$ cat config.mk
export PLATFORM = sky130hd
export DESIGN_NAME = rdpf_ctrl
export DESIGN_NICKNAME = d
export VERILOG_FILES = /design/src/rtl/rdpf_pkg.sv /design/src/rtl/rdpf_first_len.sv /design/src/rtl/rdpf_topup.sv /design/src/rtl/rdpf_tally.sv /design/src/rtl/rdpf_ctrl.sv
export SDC_FILE = /design/constraint.sdc
export NUM_CORES = 1
export LEC_CHECK = 0
export CORE_UTILIZATION = 40
export DETAILED_ROUTE_END_ITERATION = 12
export PLACE_DENSITY_LB_ADDON = 0.15
export SYNTH_ARGS = -nofsm -noshare
export SYNTH_HDL_FRONTEND = slang
export SYNTH_SLANG_ARGS = --single-unit
$ cat constraint.sdc
create_clock -name clk -period 9.3 [get_ports clk]
set_input_delay 0.93 -clock clk [delete_from_list [all_inputs] [get_ports clk]]
set_output_delay 0.93 -clock clk [all_outputs]
set_load 0.02 [all_outputs]
$ cat src/rtl/rdpf_pkg.sv
package rdpf_pkg;
  typedef enum logic [1:0] {
    PF_IDLE = 2'd0,
    PF_RUN  = 2'd1,
    PF_DONE = 2'd2
  } pf_state_e;
endpackage

$ cat src/rtl/rdpf_first_len.sv
module rdpf_first_len #(
  parameter int CW = 12
) (
  input  logic [CW-1:0] init_cnt,
  input  logic [CW-1:0] start_ofs,
  input  logic [CW-1:0] max_cnt,
  output logic [CW-1:0] first_len
);
  localparam logic [CW-1:0] ONE = {{(CW-1){1'b0}}, 1'b1};

  logic [CW-1:0] blk;
  logic [CW-1:0] into;
  logic [CW-1:0] span;

  // keep only the highest set bit; zero counts as one doubleword
  always_comb begin
    blk = ONE;
    for (int i = 0; i < CW; i++) begin
      if (init_cnt[i]) blk = ONE << i;
    end
  end

  assign into = start_ofs & (blk - ONE);
  assign span = blk - into;
  assign first_len = (span > max_cnt) ? max_cnt : span;
endmodule

$ cat src/rtl/rdpf_topup.sv
module rdpf_topup #(
  parameter int CW = 12
) (
  input  logic          clk,
  input  logic          rst_n,
  input  logic          running,
  input  logic [CW-1:0] req_tot,
  input  logic [CW-1:0] con_tot,
  input  logic [CW-1:0] step,
  input  logic [CW-1:0] ceil,
  output logic          add_en,
  output logic [CW-1:0] add_len
);
  logic          step_ok;
  logic [CW-1:0] left;
  logic [CW-1:0] room;

  assign step_ok = (step != '0) && (step < ceil);
  assign left    = req_tot - con_tot;
  assign room    = ceil - req_tot;
  assign add_en  = running && step_ok && (left < step) && (req_tot < ceil);
  assign add_len = (room < step) ? room : step;

  // a top-up is never empty and never larger than the step
  assert_topup_size_R5: assert property (@(posedge clk) disable iff (!rst_n)
    add_en |-> (add_len != '0) && (add_len <= step));
  // top-up never fires when the step is out of range
  assert_topup_off_R6: assert property (@(posedge clk) disable iff (!rst_n)
    (step >= ceil) |-> !add_en);
endmodule

$ cat src/rtl/rdpf_tally.sv
module rdpf_tally #(
  parameter int CW = 12
) (
  input  logic          clk,
  input  logic          rst_n,
  input  logic          clr,
  input  logic          inc,
  output logic [CW-1:0] cnt
);
  always_ff @(posedge clk) begin
    if (!rst_n)   cnt <= '0;
    else if (clr) cnt <= '0;
    else if (inc) cnt <= cnt + 1'b1;
  end
endmodule

$ cat src/rtl/rdpf_ctrl.sv
module rdpf_ctrl #(
  parameter int CW = 12
) (
  input  logic          clk,
  input  logic          rst_n,
  input  logic [CW-1:0] init_cnt,
  input  logic [CW-1:0] incr_cnt,
  input  logic [CW-1:0] max_cnt,
  input  logic          start,
  input  logic [CW-1:0] start_ofs,
  input  logic          fetch_beat,
  input  logic          take_beat,
  input  logic          term,
  output logic          fetch_en,
  output logic [CW-1:0] outstanding,
  output logic          done
);
  import rdpf_pkg::*;

  pf_state_e     st_q;
  logic [CW-1:0] step_q, ceil_q, req_q;
  logic [CW-1:0] fet_q, con_q, fet_nxt;
  logic [CW-1:0] first_len, add_len;
  logic          running, fet_inc, con_inc, term_ok, add_en;

  assign running = (st_q == PF_RUN);

  rdpf_first_len #(.CW(CW)) u_first (
    .init_cnt (init_cnt),
    .start_ofs(start_ofs),
    .max_cnt  (max_cnt),
    .first_len(first_len)
  );

  rdpf_topup #(.CW(CW)) u_topup (
    .clk    (clk),
    .rst_n  (rst_n),
    .running(running),
    .req_tot(req_q),
    .con_tot(con_q),
    .step   (step_q),
    .ceil   (ceil_q),
    .add_en (add_en),
    .add_len(add_len)
  );

  assign fet_inc = !start && running && (req_q != fet_q) && fetch_beat;
  assign con_inc = !start && (st_q != PF_IDLE) && (fet_q != con_q) && take_beat;
  assign term_ok = !start && running && term && (con_q != '0);
  assign fet_nxt = fet_q + {{(CW-1){1'b0}}, fet_inc};

  rdpf_tally #(.CW(CW)) u_fet (
    .clk(clk), .rst_n(rst_n), .clr(start), .inc(fet_inc), .cnt(fet_q)
  );

  rdpf_tally #(.CW(CW)) u_con (
    .clk(clk), .rst_n(rst_n), .clr(start), .inc(con_inc), .cnt(con_q)
  );

  always_ff @(posedge clk) begin
    if (!rst_n) begin
      st_q   <= PF_IDLE;
      step_q <= '0;
      ceil_q <= '0;
      req_q  <= '0;
    end else if (start) begin
      st_q   <= PF_RUN;
      step_q <= incr_cnt;
      ceil_q <= max_cnt;
      req_q  <= first_len;
    end else if (running) begin
      if (term_ok) begin
        st_q  <= PF_DONE;
        req_q <= fet_nxt;
      end else begin
        if (fet_nxt == ceil_q) st_q <= PF_DONE;
        if (add_en) req_q <= req_q + add_len;
      end
    end
  end

  assign fetch_en    = running && (req_q != fet_q);
  assign outstanding = req_q - fet_q;
  assign done        = (st_q == PF_DONE);

  // requested total stays under the ceiling
  assert_req_cap_R7: assert property (@(posedge clk) disable iff (!rst_n)
    req_q <= ceil_q);
  // delivered never passes requested, consumed never passes delivered
  assert_fet_cap_R4: assert property (@(posedge clk) disable iff (!rst_n)
    fet_q <= req_q);
  assert_con_cap_R4: assert property (@(posedge clk) disable iff (!rst_n)
    con_q <= fet_q);
  // a finished read asks for nothing
  assert_done_quiet_R8: assert property (@(posedge clk) disable iff (!rst_n)
    done |-> !fetch_en && (outstanding == '0));
  // done holds until the next start
  assert_done_sticky_R10: assert property (@(posedge clk) disable iff (!rst_n)
    (done && !start) |=> done);
  // start clears the running totals
  assert_start_clear_R2: assert property (@(posedge clk) disable iff (!rst_n)
    start |=> (fet_q == '0) && (con_q == '0) && !done);
endmodule

# --- Yosys cells after proc, flatten, opt, wreduce, memory -nomap -nowiden ---
# Index checks and enable logic that the tools add are counted.
op_classes:
  addsub: 9
  magnitude_cmp: 5
  n_eq_ne: 5
  mux: 21
  bitwise_logic: 2
  n_reduce_logical: 25
ops:
  columns: ["op", "n"]
  rows:
  - ["12-bit 2-to-1 mux", 7]
  - ["12-bit less-than comparator", 4]
  - ["12-bit subtractor", 4]
  - ["12-bit by 1-bit adder with 12-bit output, second input constant", 2]
  - ["12-bit inequality test", 2]
  - ["12-bit nonzero test", 2]
  - ["1-bit logical AND", 13]
  - ["12-bit by 1-bit adder with 12-bit output", 1]
  - ["12-bit adder", 1]
  - ["12-bit bitwise AND", 1]
  - ["12-bit equality test", 1]
  - ["12-bit > comparator", 1]
  - ["12-bit by 1-bit subtractor with 12-bit output, second input constant", 1]
  - ["11-bit 2-to-1 mux", 1]
  - ["10-bit 2-to-1 mux", 1]
  - ["9-bit 2-to-1 mux", 1]
  - ["8-bit 2-to-1 mux", 1]
  - ["7-bit 2-to-1 mux", 1]
  - ["2-bit 2-to-1 mux", 3]
  - ["6-bit 2-to-1 mux", 1]
  - ["2-bit AND reduction", 3]
  - ["2-bit nonzero test", 3]
  - ["3-bit nonzero test", 2]
  - ["5-bit 2-to-1 mux", 1]
  - ["other kinds (8)", 9]
word_totals:
  regBits: 62
  out_inout_bits: 14

# --- Longest topological paths before layout ---
logic_depth:
  ltp_word: 17
  ltp_mapped: 28
  depth_no_buf: 27

# --- Hierarchy ---
# A second synthesis with hierarchy kept.
unflattened:
  cells_unflattened: 1032
  area_unflattened_um2: 8155.3
modules_own_cells:
  columns: ["mod", "instances", "cells_per_inst", "area_each_um2", "seq_area_each_um2"]
  rows:
  - ["rdpf_ctrl", 1, 406, 3308.2, 760.7]
  - ["rdpf_topup", 1, 303, 2297.2, 0.0]
  - ["rdpf_first_len", 1, 203, 1433.9, 0.0]
  - ["rdpf_tally", 2, 60, 558.0, 240.2]

# --- Worst setup path after synthesis ---
# No wires, ideal clock.
synth_path:
  kind: "in2reg"
  start: "in init_cnt[9]"
  end: "reg req_q[1]"
  setup_time_ns: 0.119
  arrival_ns: 5.900
  setup_slack_ns: 3.281
  path_stages: 24
  n_path_buf: 1
  cell_sequence: "or4_4 > nor2_1 > and3_1 > inv_1 > ha_1 > nand2b_1 > ha_1 > o21ai_0 > o22a_1 > o2111a_1 > o31ai_4 > a21oi_1 > o31ai_2 > nor2_1 > xor2_1 > ha_1 > nand4_1 > nor2_1 > o21a_1 > a2bb2oi_1 > clkbuf_1 > mux2i_1 > o21ai_0 > o221a_2"
synth_via:
  elab_chain_cells: 9
synth_rtl:
  columns: ["item", "line", "source"]
  rows:
  - ["start, declared", "rdpf_ctrl.sv:6", "input logic [CW-1:0] init_cnt,"]
  - ["10-bit 2-to-1 mux *", "rdpf_first_len.sv:19", "if (init_cnt[i]) blk = ONE << i;"]
  - ["11-bit 2-to-1 mux *", "rdpf_first_len.sv:19", null]
  - ["12-bit 2-to-1 mux *", "rdpf_first_len.sv:19", null]
  - ["12-bit by 1-bit subtractor with 12-bit output", "rdpf_first_len.sv:23", "assign into = start_ofs & (blk - ONE);"]
  - ["12-bit bitwise AND", "rdpf_first_len.sv:23", null]
  - ["12-bit subtractor *", "rdpf_first_len.sv:24", "assign span = blk - into;"]
  - ["12-bit > comparator", "rdpf_first_len.sv:25", "assign first_len = (span > max_cnt) ? max_cnt : span;"]
  - ["12-bit 2-to-1 mux *", "rdpf_first_len.sv:25", null]
  - ["12-bit 2-to-1 mux *", "rdpf_ctrl.sv:66", "end else if (start) begin"]
  - ["end signal, assigned", "rdpf_ctrl.sv:70", "req_q <= first_len;"]
  - ["end signal, assigned", "rdpf_ctrl.sv:74", "req_q <= fet_nxt;"]
  - ["end signal, assigned", "rdpf_ctrl.sv:77", "if (add_en) req_q <= req_q + add_len;"]
  - ["end, declared", "rdpf_ctrl.sv:21", "logic [CW-1:0] step_q, ceil_q, req_q;"]
# Every way passes the cells marked *; elsewhere a longest branch is shown, timed or not.
# A chain may end at the register's enable or synchronous reset.

# --- Worst setup path after layout ---
# Same ends and word-level chain as after synthesis.

==> qor.txt <==
Hold Fails Final Rpt: 0
status: complete, no violations
grt met1 use: 0.330
Post-synth EDFFs: 0
yosys warns: 0
count of pins over their slew limit: 0
die area: 18900 um^2
met3 usage: 0.0405
worst-margin pin slew: 1.08 ns
Async SR Flop Fraction: 0
GRT busiest layer: met2
Detail Route Antenna Nets: 0
Root Buffer: clkbuf_16
slowest cell on the critical path: a2bb2oi_2
Placer Congestion: 0.910
initial antenna violation count: 0
num rows: 49
DR WL/cell: 17.4 um
vias in the first global route: 6365
Rel. slew slack: 0.281
Peak Freq: 0.138 GHz
#FFs+latches synth: 62
Clock Skew: 0.00671 ns
ys flop type: dfxtp_1
Hold Buf Count CTS: 0
Post-Syn Instances: 956
total track usage: 0.239
P_leak: 3.39 nW
# IOs: 68
Vias/cell: 5.59
I/O Buffers: 65
Worst EP required: 9.53 ns
Setup crit start kind: primary input
CORE AREA: 18000 um^2
Residual DRC: 0
Area growth, synth to finish: 15.7%
Max-cap violations: 0
deepest clock path buffer count: 2
CP top delay family: compound AO/OA/AOI/OAI gates
clock slew at reported path FFs: 0.05 ns
maximum vdd drop: 148 uV
die width: 137 um
GRT met2 Usage: 0.376
layout cells sized above 1: 0.0366
final setup fails: 0
crit path time final: 7.25 ns
Synth Net Count: 1114
Pwr per Cell Area: 207 nW/um^2
HP Class: flip-flop to flip-flop
drt first pass iters: 5
Max stage delay on crit path: 0.80 ns
crit end category: flip-flop
Post-layout nets: 1165
syn_area_per_cell: 7.67 um^2
Die Y: 137 um
postcts setup bufs: 0
count of different cell masters after synthesis: 72
Antenna diodes: 0
RSZ-0062 raised after global routing: false
register area share after synthesis: 0.169
Clk Latency, worst-skew pair: 0.34 ns
H-tree Lvls: 3
largest cells by area after synthesis: dfxtp_1 17%, ha_1 17%, xnor2_1 9.6%, mux2i_1 5.3%, inv_1 4.9%
Max FO, Critical Path: 24
CTS resizes: 0
dpl hpwl: 17.3 mm
via count: 6937
Initial Utilization: 0.408
critical path class: primary input to flip-flop
worst-path cell chain: clkdlybuf4s50_1, or4_4, nor2_1, and3_1, inv_1, ha_1, nand2b_1, ha_1, o21ai_0, o22a_1, o2111a_1, o31ai_4, a21oi_1, o31ai_2, nor2_1, xor2_1, ha_1, nand4_1, nor2_1, o21a_1, a2bb2oi_2, mux2i_1, o21ai_0, o221a_2
Syn Std Cell Area: 7330 um^2
fin crit share: 0.780
first-pass GRT wire length: 34.1 mm
Num CTS Buffers: 9
leading area contributor after synthesis: dfxtp_1
Remaining Overflow, GRT: 0
worst path buffer plus inverter count: 2
final hold slack: 0.540 ns
CTS tree: built
pin count of the biggest net entering global routing: 48
CP arrival: 7.48 ns
DR iter-0 viols: 386
area fraction of the dominant cell type after synthesis: 0.169
Setup TNS: 0 ns
Detailed Route WL: 21.5 mm
clk sinks: 62
[cells in the final DEF (no fill, tap or decap), types with 19 or more instances in the layout]
master and count:
nor2_1 82, inv_1 95, ha_1 99, xnor2_1 80, dfxtp_1 62, nor3_1 19
nand4_1 19, a21oi_1 55, nand3_1 25, nor2b_1 38, clkdlybuf4s50_1 64, o21ai_0 49
nand2_1 63, mux2i_1 39
[where the power goes]
group | internal [mW] | total (mW) | switching, mW | leakage (nW)
combinational | 0.478 | 1.08 | 0.597 | 2.74
sequential | 0.285 | 0.336 | 0.0517 | 0.507
clock | 0.213 | 0.340 | 0.127 | 0.148
total | 0.977 | 1.75 | 0.776 | 3.39
[through the flow]
step	cells	util	worst slack [ns]	total power [mW]	instance area, um^2
after floorplan	956	-	3.28	1.09	7330
final	1241	0.472	2.05	1.75	8480
after CTS	1241	0.472	2.10	1.76	8480
after global placement	1225	0.455	1.87	1.40	8180
after detailed placement	1225	0.455	1.77	1.41	8180
after global routing	1241	0.472	1.56	1.90	8480
[sequential cells by signal (all words and copies together) (netlist names)]
name       cells
ceil_q        12
req_q         12
step_q        12
u_con.cnt     12
u_fet.cnt     12
st_q           2
[final cells by class]
cell class | count | area [um^2]
Fill cell | 1842 | 9480
Clock buffer | 10 | 239
Inverter | 95 | 357
Timing Repair Buffer | 68 | 668
Multi-Input combinational cell | 771 | 5630
Tap cell | 229 | 287
Sequential cell | 62 | 1240
Clock inverter | 6 | 61.3
[synth_stat cells (3+ instances only)]
cell and count:
nand2_1 63, or3_1 9, xor2_1 13, nor3_1 19
nor2_1 82, nand4_1 19, o21a_1 12, a21o_1 12
o31ai_1 3, nand3b_1 7, and3_1 7, o211a_1 3
and4_1 4, o21bai_1 4, o21ai_0 49, clkbuf_1 27
nand3_1 25, a211oi_1 3, a22oi_1 3, nor3b_1 3
ha_1 99, a21boi_0 10, dfxtp_1 62, o41ai_1 5
a21oi_1 55, fa_1 5, nand2b_1 14, mux2i_1 39
or2_2 3, o22ai_1 3, xnor2_1 80, or4_1 3
o211ai_1 11, o21ai_1 4, a31oi_1 5, inv_1 95
nor2b_1 38, and2_1 4, nor4_1 14
[worst reg2reg max path, delay by kind of cell, from the launching register on]
kind | cells | cell delay, ns
compound gates | 15 | 3.33
xor+xnor | 2 | 0.34
fa+ha+maj | 4 | 1.31
buf+inv | 2 | 0.54
flops | 1 | 0.63
simple gates | 2 | 0.52
[per-layer routing]
| layer | part of all wire | vias up |
|---|---|---|
| met4 | 0.025 | 0 |
| li1 | - | 3486 |
| met3 | 0.051 | 39 |
| met5 | 0 | - |
| met1 | 0.49 | 3231 |
| met2 | 0.44 | 181 |
[final timing paths]
path	startpoint	endpoint	slack, ns	cells after the start
worst max-delay path	init_cnt[9]	req_q[1]	2.05	24
worst min-delay path	ceil_q[10]	ceil_q[10]	0.54	2
worst max register to register	req_q[1]	req_q[8]	2.53	25
worst min register to register	ceil_q[10]	ceil_q[10]	0.54	2
[kinds of logic after synthesis]
family,Yosys count,share of synthesized area
adders and majority gates,104,0.183
AOI/OAI and AO/OA,211,0.191
muxes,40,0.0548
and+or+nand+nor,323,0.227
buffers and inverters,123,0.0640
xor gates and xnor gates,93,0.111
DFF,62,0.169
Power figures use the tool's default switching activity.
